==> config.mk <==
export PLATFORM = sky130hd
export DESIGN_NAME = sck_rate_gen
export DESIGN_NICKNAME = d
export VERILOG_FILES = /design/src/rtl/sck_rate_pkg.sv /design/src/rtl/sck_cfg_reg.sv /design/src/rtl/sck_half_engine.sv /design/src/rtl/sck_out_stage.sv /design/src/rtl/sck_rate_gen.sv
export SDC_FILE = /design/constraint.sdc
export NUM_CORES = 1
export LEC_CHECK = 0
export BUFFER_PORTS_ARGS = -buffer_cell sky130_fd_sc_hd__buf_2
export CAP_MARGIN = 20
export CORE_ASPECT_RATIO = 1.1
export CORE_MARGIN = 1
export CORE_UTILIZATION = 40
export DETAILED_ROUTE_END_ITERATION = 6
export GPL_TIMING_DRIVEN = 0
export PLACE_DENSITY = 0.7
export SLEW_MARGIN = 25
export SYNTH_ARGS = -nofsm -noshare
export SYNTH_HDL_FRONTEND = slang
export SYNTH_SLANG_ARGS = --single-unit
==> constraint.sdc <==
create_clock -name clk_i -period 7.3 [get_ports clk_i]
set_clock_uncertainty 0.15 [all_clocks]
set_input_delay 2.19 -clock clk_i [delete_from_list [all_inputs] [get_ports clk_i]]
set_output_delay 2.19 -clock clk_i [all_outputs]
set_load 0.1 [all_outputs]
==> src/rtl/sck_rate_pkg.sv <==
package sck_rate_pkg;
   typedef enum logic {
      HALF_IDLE   = 1'b0,
      HALF_ACTIVE = 1'b1
   } half_e;
endpackage

==> src/rtl/sck_cfg_reg.sv <==
module sck_cfg_reg #(
   parameter int REG_W   = 16,
   parameter int DIV_W   = 8,
   parameter int DIV_LSB = 8,
   parameter int EN_BIT  = 0,
   parameter int RST_DIV = 1
) (
   input  logic             clk_i,
   input  logic             rst_ni,
   input  logic             we_i,
   input  logic [REG_W-1:0] wdata_i,
   output logic             en_o,
   output logic [DIV_W-1:0] div_o,
   output logic [DIV_W-1:0] div_nxt_o,
   output logic             div_chg_o
);
   logic [DIV_W-1:0] wr_div;
   logic             en_q;
   logic [DIV_W-1:0] div_q;

   assign wr_div    = wdata_i[DIV_LSB +: DIV_W];
   assign div_nxt_o = we_i ? wr_div : div_q;
   assign div_chg_o = we_i && (wr_div != div_q);

   always_ff @(posedge clk_i or negedge rst_ni) begin
      if (!rst_ni) begin
         en_q  <= 1'b0;
         div_q <= DIV_W'(RST_DIV);
      end else if (we_i) begin
         en_q  <= wdata_i[EN_BIT];
         div_q <= wr_div;
      end
   end

   assign en_o  = en_q;
   assign div_o = div_q;

   assert_write_lands_R2: assert property (@(posedge clk_i) disable iff (!rst_ni)
      we_i |=> (div_q == $past(wr_div)) && (en_q == $past(wdata_i[EN_BIT])));
endmodule

==> src/rtl/sck_half_engine.sv <==
module sck_half_engine
   import sck_rate_pkg::*;
#(
   parameter int DIV_W   = 8,
   parameter int RST_DIV = 1
) (
   input  logic             clk_i,
   input  logic             rst_ni,
   input  logic             en_i,
   input  logic [DIV_W-1:0] div_nxt_i,
   input  logic             div_chg_i,
   output half_e            half_o,
   output logic             stable_o
);
   localparam logic [DIV_W-1:0] ONE = DIV_W'(1);
   localparam logic [DIV_W-1:0] RST_EFF = (RST_DIV == 0) ? ONE : DIV_W'(RST_DIV);

   function automatic logic [DIV_W-1:0] eff_div(input logic [DIV_W-1:0] d);
      return (d == '0) ? ONE : d;
   endfunction

   logic [DIV_W-1:0] cnt_q;
   logic [DIV_W-1:0] act_q;
   half_e            half_q;
   logic             pend_q;
   logic             settle_q;
   logic             stable_q;
   logic             wrap;
   logic             bnd;
   logic             pend_eff;

   assign wrap     = (cnt_q == act_q - ONE);
   assign bnd      = wrap && (half_q == HALF_ACTIVE);
   assign pend_eff = pend_q || div_chg_i;

   always_ff @(posedge clk_i or negedge rst_ni) begin
      if (!rst_ni) begin
         cnt_q    <= '0;
         act_q    <= RST_EFF;
         half_q   <= HALF_IDLE;
         pend_q   <= 1'b0;
         settle_q <= 1'b0;
         stable_q <= 1'b1;
      end else if (!en_i) begin
         cnt_q    <= '0;
         half_q   <= HALF_IDLE;
         act_q    <= eff_div(div_nxt_i);
         pend_q   <= 1'b0;
         settle_q <= 1'b0;
         stable_q <= 1'b1;
      end else begin
         if (wrap) begin
            cnt_q  <= '0;
            half_q <= (half_q == HALF_IDLE) ? HALF_ACTIVE : HALF_IDLE;
         end else begin
            cnt_q <= cnt_q + ONE;
         end
         if (bnd) begin
            if (pend_eff) begin
               act_q    <= eff_div(div_nxt_i);
               pend_q   <= 1'b0;
               settle_q <= 1'b1;
               stable_q <= 1'b0;
            end else if (settle_q) begin
               settle_q <= 1'b0;
               stable_q <= 1'b1;
            end
         end else if (div_chg_i) begin
            pend_q   <= 1'b1;
            settle_q <= 1'b0;
            stable_q <= 1'b0;
         end
      end
   end

   assign half_o   = half_q;
   assign stable_o = stable_q;

   assert_cnt_in_range_R4: assert property (@(posedge clk_i) disable iff (!rst_ni)
      cnt_q < act_q);
   assert_div_never_zero_R5: assert property (@(posedge clk_i) disable iff (!rst_ni)
      act_q != '0);
   assert_change_clears_R6: assert property (@(posedge clk_i) disable iff (!rst_ni)
      (en_i && div_chg_i) |=> !stable_q);
   assert_div_at_boundary_R7: assert property (@(posedge clk_i) disable iff (!rst_ni)
      !$stable(act_q) |-> ($past(bnd) || $past(!en_i)));
   assert_settle_at_boundary_R8: assert property (@(posedge clk_i) disable iff (!rst_ni)
      $rose(stable_q) |-> ($past(bnd) || $past(!en_i)));
   assert_idle_flag_set_R9: assert property (@(posedge clk_i) disable iff (!rst_ni)
      !en_i |=> stable_q);
endmodule

==> src/rtl/sck_out_stage.sv <==
module sck_out_stage
   import sck_rate_pkg::*;
#(
   parameter bit OUT_REG = 1'b0
) (
   input  logic  clk_i,
   input  logic  rst_ni,
   input  logic  en_i,
   input  half_e half_i,
   input  logic  idle_hi_i,
   output logic  sck_o
);
   logic sck_d;

   assign sck_d = (en_i && (half_i == HALF_ACTIVE)) ? !idle_hi_i : idle_hi_i;

   generate
      if (OUT_REG) begin : g_flop
         logic sck_q;
         always_ff @(posedge clk_i or negedge rst_ni) begin
            if (!rst_ni) sck_q <= 1'b0;
            else         sck_q <= sck_d;
         end
         assign sck_o = sck_q;
      end else begin : g_direct
         assign sck_o = sck_d;
         assert_idle_level_R3: assert property (@(posedge clk_i) disable iff (!rst_ni)
            !en_i |-> (sck_o == idle_hi_i));
      end
   endgenerate
endmodule

==> src/rtl/sck_rate_gen.sv <==
module sck_rate_gen
   import sck_rate_pkg::*;
#(
   parameter int REG_W   = 16,
   parameter int DIV_W   = 8,
   parameter int DIV_LSB = 8,
   parameter int EN_BIT  = 0,
   parameter int STB_BIT = 1,
   parameter int RST_DIV = 1,
   parameter bit OUT_REG = 1'b0
) (
   input  logic             clk_i,
   input  logic             rst_ni,
   input  logic             cfg_we_i,
   input  logic [REG_W-1:0] cfg_wdata_i,
   output logic [REG_W-1:0] cfg_rdata_o,
   input  logic             idle_hi_i,
   output logic             sck_o
);
   localparam int DIV_MSB = DIV_LSB + DIV_W - 1;

   generate
      if (DIV_W < 1) begin : g_bad_width
         $error("divider width must be at least 1");
      end
      if (DIV_MSB >= REG_W) begin : g_bad_field
         $error("divider field exceeds control word");
      end
      if (EN_BIT == STB_BIT || EN_BIT >= REG_W || STB_BIT >= REG_W) begin : g_bad_bits
         $error("enable and settle bits must be distinct and inside the word");
      end
      if ((EN_BIT >= DIV_LSB && EN_BIT <= DIV_MSB) ||
          (STB_BIT >= DIV_LSB && STB_BIT <= DIV_MSB)) begin : g_overlap
         $error("single-bit fields overlap the divider field");
      end
      if (RST_DIV < 0 || RST_DIV >= (1 << DIV_W)) begin : g_bad_rst
         $error("reset divider does not fit the divider field");
      end
   endgenerate

   logic             en;
   logic [DIV_W-1:0] div_q;
   logic [DIV_W-1:0] div_nxt;
   logic             div_chg;
   half_e            half;
   logic             stable;

   sck_cfg_reg #(
      .REG_W(REG_W), .DIV_W(DIV_W), .DIV_LSB(DIV_LSB),
      .EN_BIT(EN_BIT), .RST_DIV(RST_DIV)
   ) i_cfg (
      .clk_i(clk_i), .rst_ni(rst_ni), .we_i(cfg_we_i), .wdata_i(cfg_wdata_i),
      .en_o(en), .div_o(div_q), .div_nxt_o(div_nxt), .div_chg_o(div_chg)
   );

   sck_half_engine #(
      .DIV_W(DIV_W), .RST_DIV(RST_DIV)
   ) i_engine (
      .clk_i(clk_i), .rst_ni(rst_ni), .en_i(en), .div_nxt_i(div_nxt),
      .div_chg_i(div_chg), .half_o(half), .stable_o(stable)
   );

   sck_out_stage #(
      .OUT_REG(OUT_REG)
   ) i_out (
      .clk_i(clk_i), .rst_ni(rst_ni), .en_i(en), .half_i(half),
      .idle_hi_i(idle_hi_i), .sck_o(sck_o)
   );

   always_comb begin
      cfg_rdata_o                     = '0;
      cfg_rdata_o[EN_BIT]             = en;
      cfg_rdata_o[STB_BIT]            = stable;
      cfg_rdata_o[DIV_LSB +: DIV_W]   = div_q;
   end

   assert_same_write_keeps_R6: assert property (@(posedge clk_i) disable iff (!rst_ni)
      (cfg_we_i && en && stable &&
       (cfg_wdata_i[DIV_LSB +: DIV_W] == div_q) && cfg_wdata_i[EN_BIT]) |=> stable);
endmodule

==> results.yml <==
die:
  core_area_um2: 3741
  dieHeight_um: 68.63
  pin_count: 37
  die_width_um: 62.57
  dieArea_um2: 4294
  row_count: 23
  initial_core_util_pct: 43.14
outcome:
  status: "finished, final reports clean"
sta:
  setup_tns_ns: 0
  final_max_slew_viol_count: 0
  final_hold_viol_count: 0
  finalCritPeriodShare_pct: 71.30
  rsz0062_at_grt: "no"
  worst_pin_slew_ns: 0.6171
  setup_violations: 0
  clock.fmax_ghz: 0.1921
  relSlewSlack_pct: 58.86
  fin_crit_ns: 5.205
clocking:
  path_clk_slew_ns: 0.06
  clock-sinks: 29
  cts_inserted_buffers: 5
  cts_resized: 0
  htreeDepth: 2
  cts_hold_buf: 0
  root_buffer: "clkbuf_8"
  clock_latency_ns: 0.28
  clockBufferDepth: 2
  post_cts_buffers: 0
  cts_tree: "built"
synth:
  async_reset_ff_share_pct: 100.0
  ys_seq_area_share_pct: 45.19
  ys_types: 41
  ys.flop_type: "dfrtp_1"
  ys.warnings.count: 0
  ys_ff_latch: 29
  synthCells: 144
  synth_area_um2: 1614
  synth-edff-count: 0
  syn_avg_cell_area_um2: 11.21
setup_path:
  endpoint_kind: "output pin"
  worst_ep_arrival_time_ns: 2.86
  cp.required_ns: 4.96
  critPathMaxFanout: 1
  worstSetupPathType: "in -> out"
  crit_path_start_kind: "primary input"
grt:
  grt-ovfl-total: 0
  grt_max_degree: 30
  grt_first_pass_wirelength_mm: 5.106
  grtUsageTotal_pct: 16.20
  antenna_found_initial: 0
  grt_pass1_vias: 1141
placement:
  gp_congestion: 0.7067
  dp_hpwl_mm: 2.321
  place.port_buffers: 22
finish:
  nFillCells: 361
  nets: 200
  multiInputGateArea_um2: 809.5
  layout_common_cells: "dfrtp_1, buf_2, xnor2_1"
  drive_gt1_share_pct: 34.64
  seq_area_um2: 729.5
  syn2layout_area_growth_pct: 16.98
  final_util_pct: 50.47
  diodes: 0
  layout_commonest_cell: "dfrtp_1"
pwr:
  power_density_nw_per_um2: 253.7
  p_leak_nw: 0.8193
  vdd_drop_max_mv: 0.09996
  power_uw: 479.1
route:
  routedWlPerCell_um: 12.87
  drtIter0Drc: 23
  drc_errors: 0
  detail-route-antenna-nets: 0
  viasPerCell: 4.996
  vias: 1144
  drt-pass1-iter-count: 4
  routed_wl_mm: 2.948
hold_path:
  hp-class: "reg -> reg"
job:
  cap_violations: 0
[registers in the layout, indices dropped and copies added, names as in the netlist]
name and count:
i_engine.settle_q 1, i_engine.act_q 8, i_cfg.div_o 8, i_engine.cnt_q 8
i_engine.stable_o 1, i_engine.half_o 1, i_engine.pend_q 1, i_cfg.en_o 1
[metal layers]
layer  vias to the layer above  wire length [um]  global-route usage, %
met2                        32              1477                  27.85
met1                       543              1273                  17.91
li1                        565                 -                      -
met3                         4               151                  6.250
met4                         0                45                  7.849
met5                         -                 0                      0
[worst max-delay path, stage by stage]
cell and delay, ns:
buf_2 0.10, xnor2_1 0.13, buf_2 0.44
[synthesized netlist by cell type, types with 3 or more instances]
| library cell | instances | area (um2) |
|---|---|---|
| nor2_1 | 9 | 33.78 |
| and2_1 | 3 | 18.77 |
| inv_1 | 4 | 15.01 |
| xor2_1 | 8 | 70.07 |
| dfstp_2 | 3 | 78.83 |
| dfrtp_1 | 26 | 650.6 |
| nand2_1 | 3 | 11.26 |
| buf_4 | 8 | 60.06 |
| mux2_2 | 16 | 180.2 |
| nor3_1 | 4 | 20.02 |
| nand3_1 | 6 | 30.03 |
| xnor2_1 | 18 | 157.7 |
[path summary, 6_finish.rpt]
| kind | slack (ns) | cells past startpoint | endpoint | startpoint |
|---|---|---|---|---|
| setup / recovery | 2.10 | 3 | sck_o | idle_hi_i |
| hold / removal | 0.38 | 2 | i_engine.act_q[0] | i_engine.act_q[0] |
| setup reg to reg | 4.29 | 9 | i_engine.act_q[6] | i_engine.act_q[1] |
| hold reg to reg | 0.38 | 2 | i_engine.act_q[0] | i_engine.act_q[0] |
| max in group asynchronous | 4.83 | 1 | i_engine.cnt_q[0] | rst_ni |
| min in group asynchronous | 1.77 | 1 | i_cfg.div_o[5] | rst_ni |
[cell families (layout without fill, tap and decap cells)]
group                      after synthesis  after routing  share of synthesized area (%)
adders and majority gates                2              2                          1.550
AOI/OAI and AO/OA                       14             14                          7.442
muxes                                   17             17                          11.78
buffers and inverters                   15             45                          5.814
and+or+nand+nor                         40             40                          13.88
other                                    1              6                         0.2323
DFF                                     29             29                          45.19
xor gates and xnor gates                26             26                          14.11
[stage by stage]
| step | hold slack [ns] | cell area [um2] | std cells | setup WS (ns) |
|---|---|---|---|---|
| 4_1_cts | 0.3859 | 1888 | 229 | 2.090 |
| 3_3_place_gp | 0.3782 | 1805 | 221 | 2.097 |
| 5_1_grt | 0.4033 | 1888 | 229 | 2.019 |
| 3_5_place_dp | 0.3733 | 1805 | 221 | 2.104 |
| 6_report | 0.3844 | 1888 | 229 | 2.095 |
| 2_1_floorplan | 0.3433 | 1633 | 149 | 1.205 |
[cell type report]
class | instances | area share (%)
flip-flops and latches | 29 | 38.63
multi-input cells | 105 | 42.88
plain buffers | 11 | 4.175
inverters | 4 | 0.7952
clock buffers | 6 | 3.844
repair buffers | 22 | 5.832
well taps | 50 | 3.313
clock inverters | 2 | 0.5302
[power by group]
part / internal, mW / total [mW] / switching (mW)
sequential: 0.181 / 0.202 / 0.0218
clock: 0.0658 / 0.124 / 0.0582
combinational: 0.0513 / 0.153 / 0.102
total: 0.298 / 0.479 / 0.182
(Power assumes the default switching activity.)
